## config.mk

```make
export PLATFORM = sky130hd
export DESIGN_NAME = txt40_linegen
export DESIGN_NICKNAME = d
export VERILOG_FILES = /design/src/rtl/txt40_pkg.sv /design/src/rtl/txt40_fetch.sv /design/src/rtl/txt40_shifter.sv /design/src/rtl/txt40_pixout.sv /design/src/rtl/txt40_linegen.sv
export SDC_FILE = /design/constraint.sdc
export NUM_CORES = 1
export LEC_CHECK = 0
export ABC_AREA = 1
export BUFFER_PORTS_ARGS = -buffer_cell sky130_fd_sc_hd__buf_2
export CORE_ASPECT_RATIO = 0.5
export CORE_MARGIN = 5
export CORE_UTILIZATION = 60
export CTS_CLUSTER_DIAMETER = 120
export CTS_CLUSTER_SIZE = 28
export DETAILED_ROUTE_END_ITERATION = 10
export PLACE_DENSITY_LB_ADDON = 0.2
export REMOVE_ABC_BUFFERS = 1
export SYNTH_ARGS = -nofsm -noshare
export SYNTH_HDL_FRONTEND = slang
export SYNTH_HIERARCHICAL = 1
export SYNTH_SLANG_ARGS = --single-unit
```

## constraint.sdc

```tcl
create_clock -name clk -period 3.8 [get_ports clk]
set_input_delay 0.76 -clock clk [delete_from_list [all_inputs] [get_ports clk]]
set_output_delay 0.76 -clock clk [all_outputs]
set_load 0.005 [all_outputs]
```

## src/rtl/txt40_pkg.sv

```systemverilog
package txt40_pkg;

    // Pattern bytes are 8 bits; the counter starts at CELL_SKIP so only bits 7..2 show.
    localparam int PAT_BITS  = 8;
    localparam int CELL_SKIP = 2;
    localparam int CELL_W    = PAT_BITS - CELL_SKIP;

    // One character slot of the fetch sequence, CELL_W cycles long.
    typedef enum logic [2:0] {
        PH_NAME      = 3'd0,
        PH_NAME_WAIT = 3'd1,
        PH_PAT       = 3'd2,
        PH_PAT_WAIT  = 3'd3,
        PH_HOLD      = 3'd4,
        PH_LOAD      = 3'd5
    } fetch_ph_e;

    typedef struct packed {
        logic [3:0] fg;
        logic [3:0] bg;
    } colour_reg_t;

    function automatic fetch_ph_e next_phase(fetch_ph_e ph);
        case (ph)
            PH_NAME:      return PH_NAME_WAIT;
            PH_NAME_WAIT: return PH_PAT;
            PH_PAT:       return PH_PAT_WAIT;
            PH_PAT_WAIT:  return PH_HOLD;
            PH_HOLD:      return PH_LOAD;
            default:      return PH_NAME;
        endcase
    endfunction

    // A zero foreground falls back to the background colour.
    function automatic logic [3:0] pick_colour(logic bit_on, colour_reg_t r);
        if (bit_on && (r.fg != 4'd0))
            return r.fg;
        return r.bg;
    endfunction

endpackage

```

## src/rtl/txt40_fetch.sv

```systemverilog
module txt40_fetch
    import txt40_pkg::*;
#(
    parameter int AW           = 14,
    parameter int PX_W         = 9,
    parameter int LY_W         = 8,
    parameter int COLS         = 40,
    parameter int ACTIVE_LINES = 192,
    parameter logic [AW-1:0] NAME_BASE = 14'h0800,
    parameter logic [AW-1:0] PAT_BASE  = 14'h0000
) (
    input  logic            clk,
    input  logic            rst,
    input  logic [PX_W-1:0] pix_x_i,
    input  logic [LY_W-1:0] line_y_i,
    input  logic            text_en_i,
    output logic            rd_o,
    output logic [AW-1:0]   addr_o,
    input  logic [7:0]      data_i,
    output logic            load_o,
    output logic [7:0]      pat_o
);
    localparam int CW = $clog2(COLS);
    localparam logic [CW-1:0] LAST_COL = CW'(COLS - 1);

    logic            run_q;
    fetch_ph_e       ph_q;
    logic [CW-1:0]   col_q;
    logic [AW-1:0]   rowbase_q;
    logic [2:0]      sub_q;
    logic [7:0]      name_q;
    logic [7:0]      pat_q;

    logic line_start;
    logic line_shown;
    assign line_start = (pix_x_i == '0);
    assign line_shown = text_en_i && (int'(line_y_i) < ACTIVE_LINES);

    always_ff @(posedge clk) begin
        if (rst) begin
            run_q     <= 1'b0;
            ph_q      <= PH_NAME;
            col_q     <= '0;
            rowbase_q <= '0;
            sub_q     <= '0;
            name_q    <= '0;
            pat_q     <= '0;
        end else if (line_start) begin
            run_q     <= line_shown;
            ph_q      <= PH_NAME;
            col_q     <= '0;
            rowbase_q <= NAME_BASE + AW'(line_y_i[LY_W-1:3]) * AW'(COLS);
            sub_q     <= line_y_i[2:0];
        end else if (run_q) begin
            ph_q <= next_phase(ph_q);
            case (ph_q)
                PH_NAME_WAIT: name_q <= data_i;
                PH_PAT_WAIT:  pat_q  <= data_i;
                PH_LOAD: begin
                    if (col_q == LAST_COL)
                        run_q <= 1'b0;
                    else
                        col_q <= col_q + 1'b1;
                end
                default: ;
            endcase
        end
    end

    always_comb begin
        rd_o   = run_q && ((ph_q == PH_NAME) || (ph_q == PH_PAT));
        if (ph_q == PH_NAME)
            addr_o = rowbase_q + AW'(col_q);
        else
            addr_o = PAT_BASE + (AW'(name_q) << 3) + AW'(sub_q);
        load_o = run_q && (ph_q == PH_LOAD);
        pat_o  = pat_q;
    end

    // the two reads of a slot are never issued in adjacent cycles
    a_r2_read_spacing: assert property (@(posedge clk) disable iff (rst)
        rd_o |=> !rd_o);

    // a line that is not shown starts no reads
    a_r7_idle_no_read: assert property (@(posedge clk) disable iff (rst)
        (line_start && !line_shown) |=> !rd_o);

endmodule

```

## src/rtl/txt40_shifter.sv

```systemverilog
module txt40_shifter
    import txt40_pkg::*;
(
    input  logic       clk,
    input  logic       rst,
    input  logic       load_i,
    input  logic [7:0] pat_i,
    output logic       bit_o,
    output logic       vld_o
);
    localparam logic [2:0] BC_FIRST = 3'(CELL_SKIP);
    localparam logic [2:0] BC_LAST  = 3'(PAT_BITS - 1);

    logic [7:0] sh_q;
    logic [2:0] bc_q;
    logic       vld_q;

    always_ff @(posedge clk) begin
        if (rst) begin
            sh_q  <= '0;
            bc_q  <= BC_LAST;
            vld_q <= 1'b0;
        end else if (load_i) begin
            sh_q  <= pat_i;
            bc_q  <= BC_FIRST;
            vld_q <= 1'b1;
        end else if (bc_q != BC_LAST) begin
            sh_q <= {sh_q[6:0], 1'b0};
            bc_q <= bc_q + 1'b1;
        end else begin
            vld_q <= 1'b0;
        end
    end

    assign bit_o = sh_q[7];
    assign vld_o = vld_q;

    // a new cell arrives only once the current one has shown its last pixel
    a_r4_load_boundary: assert property (@(posedge clk) disable iff (rst)
        load_i |-> (!vld_q || (bc_q == BC_LAST)));

endmodule

```

## src/rtl/txt40_pixout.sv

```systemverilog
module txt40_pixout
    import txt40_pkg::*;
(
    input  logic       clk,
    input  logic       rst,
    input  logic       bit_i,
    input  logic       vld_i,
    input  logic [7:0] colour_reg_i,
    output logic [3:0] colour_o,
    output logic       blank_o
);
    colour_reg_t creg;
    assign creg = colour_reg_t'(colour_reg_i);

    always_ff @(posedge clk) begin
        if (rst) begin
            colour_o <= '0;
            blank_o  <= 1'b1;
        end else begin
            colour_o <= vld_i ? pick_colour(bit_i, creg) : 4'd0;
            blank_o  <= !vld_i;
        end
    end

    // a blanked pixel never carries a colour
    a_r6_blank_colour: assert property (@(posedge clk) disable iff (rst)
        blank_o |-> (colour_o == 4'd0));

endmodule

```

## src/rtl/txt40_linegen.sv

```systemverilog
module txt40_linegen
    import txt40_pkg::*;
#(
    parameter int AW           = 14,
    parameter int PX_W         = 9,
    parameter int LY_W         = 8,
    parameter int COLS         = 40,
    parameter int ACTIVE_LINES = 192,
    parameter logic [AW-1:0] NAME_BASE = 14'h0800,
    parameter logic [AW-1:0] PAT_BASE  = 14'h0000
) (
    input  logic            clk,
    input  logic            rst,
    input  logic [PX_W-1:0] pix_x_i,
    input  logic [LY_W-1:0] line_y_i,
    input  logic            text_en_i,
    input  logic [7:0]      colour_reg_i,
    output logic            vram_rd_o,
    output logic [AW-1:0]   vram_addr_o,
    input  logic [7:0]      vram_data_i,
    output logic [3:0]      pix_colour_o,
    output logic            pix_blank_o
);
    // Pixel p is visible the cycle after pix_x_i == p + LEAD.
    localparam int LEAD       = 7;
    localparam int TAIL_START = COLS * CELL_W + LEAD;
    localparam int WIN_END    = 256 + LEAD;

    logic       load;
    logic [7:0] pat;
    logic       sh_bit;
    logic       sh_vld;

    txt40_fetch #(
        .AW(AW), .PX_W(PX_W), .LY_W(LY_W), .COLS(COLS),
        .ACTIVE_LINES(ACTIVE_LINES), .NAME_BASE(NAME_BASE), .PAT_BASE(PAT_BASE)
    ) u_fetch (
        .clk(clk), .rst(rst), .pix_x_i(pix_x_i), .line_y_i(line_y_i),
        .text_en_i(text_en_i), .rd_o(vram_rd_o), .addr_o(vram_addr_o),
        .data_i(vram_data_i), .load_o(load), .pat_o(pat)
    );

    txt40_shifter u_shift (
        .clk(clk), .rst(rst), .load_i(load), .pat_i(pat),
        .bit_o(sh_bit), .vld_o(sh_vld)
    );

    txt40_pixout u_out (
        .clk(clk), .rst(rst), .bit_i(sh_bit), .vld_i(sh_vld),
        .colour_reg_i(colour_reg_i), .colour_o(pix_colour_o), .blank_o(pix_blank_o)
    );

    // the 16 positions after the last character are always blank
    a_r6_tail_blank: assert property (@(posedge clk) disable iff (rst)
        ((int'($past(pix_x_i)) >= TAIL_START) && (int'($past(pix_x_i)) < WIN_END))
        |-> pix_blank_o);

    // lit run starts exactly at pixel 0
    a_r8_fall_point: assert property (@(posedge clk) disable iff (rst)
        $fell(pix_blank_o) |-> (int'($past(pix_x_i)) == LEAD));

    // lit run ends exactly after pixel 239
    a_r8_rise_point: assert property (@(posedge clk) disable iff (rst)
        $rose(pix_blank_o) |-> (int'($past(pix_x_i)) == TAIL_START));

endmodule

```

==> run metrics <==
status finished, final reports clean; CTS Buffer Depth 2; flops & latches, synth 55; CTS buffer count 5; Via density 4.93; clock power share 0.303; WP data required 3.04 ns; largest net degree at the start of global routing 29; Routed Antenna Nets 0; Max Cap Viol 0; # diodes 0; share of cells above drive strength 1 0.184; Routed Wire Length 6.21 mm; FMAX 345 MHz; Finish-stage setup viols 0; Die Span X 110 microns; area of the die 6550 sq um; cells after synthesis 432; Clock Skew 0.00745 ns; RR Endpoint u_shift/sh_q[3]$_SDFFE_PP0P_; Starting Density 0.611; most common cell after layout, fill and taps aside nand2_1; Setup CP Type flip-flop to output pin; clock sink total 55; CP Capture Type output pin; Synth cell types 29; Clk pin slew, worst setup/hold paths 0.11 ns; Hold Startpoint u_shift/vld_o$_SDFFE_PP0P_; post-synthesis xor/xnor area fraction 0.0147; Worst Tran Pin Value 0.635 ns; Die H 59.8 microns; r2r setup slk 2.33 ns; Synth Area in Simple Gates 0.392; initial antenna violation count 0; final net count 535; largest family of logic cells by synthesized area simple AND/OR/NAND/NOR gates; GRT Residual Overflow 0; Clock Tree Root clkbuf_8; crit path buf inv count 3; Internal 0.000794 W; pwr dens 334 nW/um^2; most frequent cells in the layout 123 x nand2_1, 70 x nor2_1, 55 x dfxtp_1, 54 x buf_2, 46 x nand3_1; Arr. time, crit path 2.14 ns; WHS Endpoint u_shift/vld_o$_SDFFE_PP0P_; CP max stage delay 0.50 ns; routed length per instance 11.2 microns; Cell Area, Synth 2970 sq um; Max FO, Critical Path 14; Post-synth ARST share 0; mux cell area share after synthesis 0; top cell family by delay on the critical path buffers and inverters; EDFF count, synth 0; NetSw 0.000330 W; Slew Limit Fails 0; FP Rows 18; Setup TNS Final 0 ns; DR iter-0 viols 121; fraction of the yosys area taken by sequential cells 0.371; Reg2Reg Depth 8; Seq pwr share 0.534; GRT Total Usage 0.204; Hold Buf Count CTS 0; Synthesis Warnings 6; Worst R2R Start u_fetch/run_q$_SDFF_PP0_; vias in the first global route 2356; Mapped Avg Cell Area 6.88 sq um; CP cell instances inv_1 -> nand2_1 -> nor2_1 -> inv_1 -> o21ai_0 -> buf_2; leak pwr 1.67 nW; first-pass GRT wire length 10.6 mm; Most common cell on crit path inv_1; Area Growth Syn to Fin 13.4%; PostCTS Resize Cnt 0; Hold Crit Class flip-flop to flip-flop; fin crit share 0.763; CTS tree built; Post-CTS Setup Inserts 0; PortBufs 54; I/O pins 56; Hold WS 0.466 ns; Synth Area in Compound Gates 0.0699; CP max-delay cell nor2_1; core area 4860 sq um; RePlAce Congestion 0.896; Hold Path Cell Cnt 2; Detailed Routing Iterations Pass 1 4; worst skew pair latency 0.32 ns; CTS HTree Levels 2; Top FF cell, synth dfxtp_1; RSZ-0062 raised after global routing false; sw frac 0.293; final hold violations 0; CP Launch Type flip-flop; Post-DP Area 3280 sq um; Synth Area in Adders 0.0682; post-DP HPWL 4.68 mm; Peak VDD IR 0.240 mV; combinational share of power 0.163; Vias 2734; DRC Markers 0; fin crit period 2.90 ns; post-route cell area 3370 sq um; Relative slew margins 0.575
worst max path at each step:
stage                                       start         endpoint  slack, ns  depth (start not counted)
finish               u_fetch/ph_q[1]$_SDFFE_PP0P_   vram_addr_o[0]       0.90                          6
global route         u_fetch/ph_q[1]$_SDFFE_PP0P_  vram_addr_o[12]       0.60                          6
CTS                  u_fetch/ph_q[1]$_SDFFE_PP0P_  vram_addr_o[12]       0.89                          6
detailed placement   u_fetch/ph_q[1]$_SDFFE_PP0P_  vram_addr_o[12]       1.26                          6
global placement     u_fetch/ph_q[1]$_SDFFE_PP0P_   vram_addr_o[0]       1.33                          6
floorplan           u_fetch/col_q[3]$_SDFFE_PP0P_   vram_addr_o[9]       1.58                          7
area by class of cell:
cell class	count	area [sq um]
Clock buffer	5	68.8
Clock inverter	3	25.0
Fill cell	431	1490
Inverter	43	169
Multi-Input combinational cell	322	1630
Sequential cell	55	1100
Tap cell	70	87.6
Timing Repair Buffer	57	293
layer usage:
layer / track usage / share of wire
met5: 0 / 0
met4: 0.0639 / 0.018
met3: 0.0464 / 0.054
met2: 0.329 / 0.44
met1: 0.275 / 0.48
worst min-delay path, stage by stage (launching register included):
cell     delay, ns
dfxtp_1       0.32
nand2_1       0.06
a21oi_1       0.05
sequential cells by signal, summed over array words and instances (netlist names):
register	count
u_fetch/col_q	6
u_fetch/ph_q	3
u_fetch/run_q	1
u_out/blank_o	1
u_out/colour_o	4
u_shift/bc_q	3
u_fetch/sub_q	3
u_fetch/pat_o	8
u_shift/vld_o	1
u_shift/sh_q	8
u_fetch/rowbase_q	9
u_fetch/name_q	8
power groups by stage:
| stage | registers [W] | logic (W) | clock network (W) |
|---|---|---|---|
| floorplan | 0.000612 | 0.000132 | 0 |
| global placement | 0.000613 | 0.000179 | 0 |
| detailed placement | 0.000614 | 0.000183 | 0 |
| CTS | 0.000601 | 0.000184 | 0.000352 |
| global route | 0.000602 | 0.000211 | 0.000370 |
| finish | 0.000601 | 0.000183 | 0.000341 |
logic make-up after synthesis:
group / after synthesis
AND/OR/NAND/NOR: 260
buffers and inverters: 55
flip-flops: 55
AO/OA/AOI/OAI: 41
adder cells (fa/ha/maj): 15
XOR/XNOR: 5
other: 1
cells in the mapped netlist (2+ instances only):
master | instances | share of area
a21oi_1 | 22 | 0.037
fa_1 | 2 | 0.013
nand4_1 | 3 | 0.0063
dfxtp_1 | 55 | 0.37
nor2_8 | 4 | 0.027
nand2_1 | 123 | 0.16
a31oi_1 | 2 | 0.0042
buf_6 | 3 | 0.011
ha_1 | 13 | 0.055
nor2_2 | 5 | 0.011
nand3_1 | 46 | 0.077
o21ai_0 | 16 | 0.027
nor2_1 | 70 | 0.088
inv_1 | 36 | 0.045
nor2_4 | 4 | 0.015
xor2_1 | 4 | 0.012
inv_2 | 5 | 0.0063
nor3_1 | 2 | 0.0034
buf_2 | 7 | 0.012
metrics by stage:
stage	instances	utilization	setup slack [ns]	total power [W]
CTS	555	0.693	0.891	0.00114
floorplan	420	-	1.58	0.000744
finish	555	0.693	0.901	0.00112
global route	555	0.693	0.603	0.00118
global placement	547	0.674	1.33	0.000793
detailed placement	547	0.674	1.26	0.000797
(Power assumes the default switching activity.)
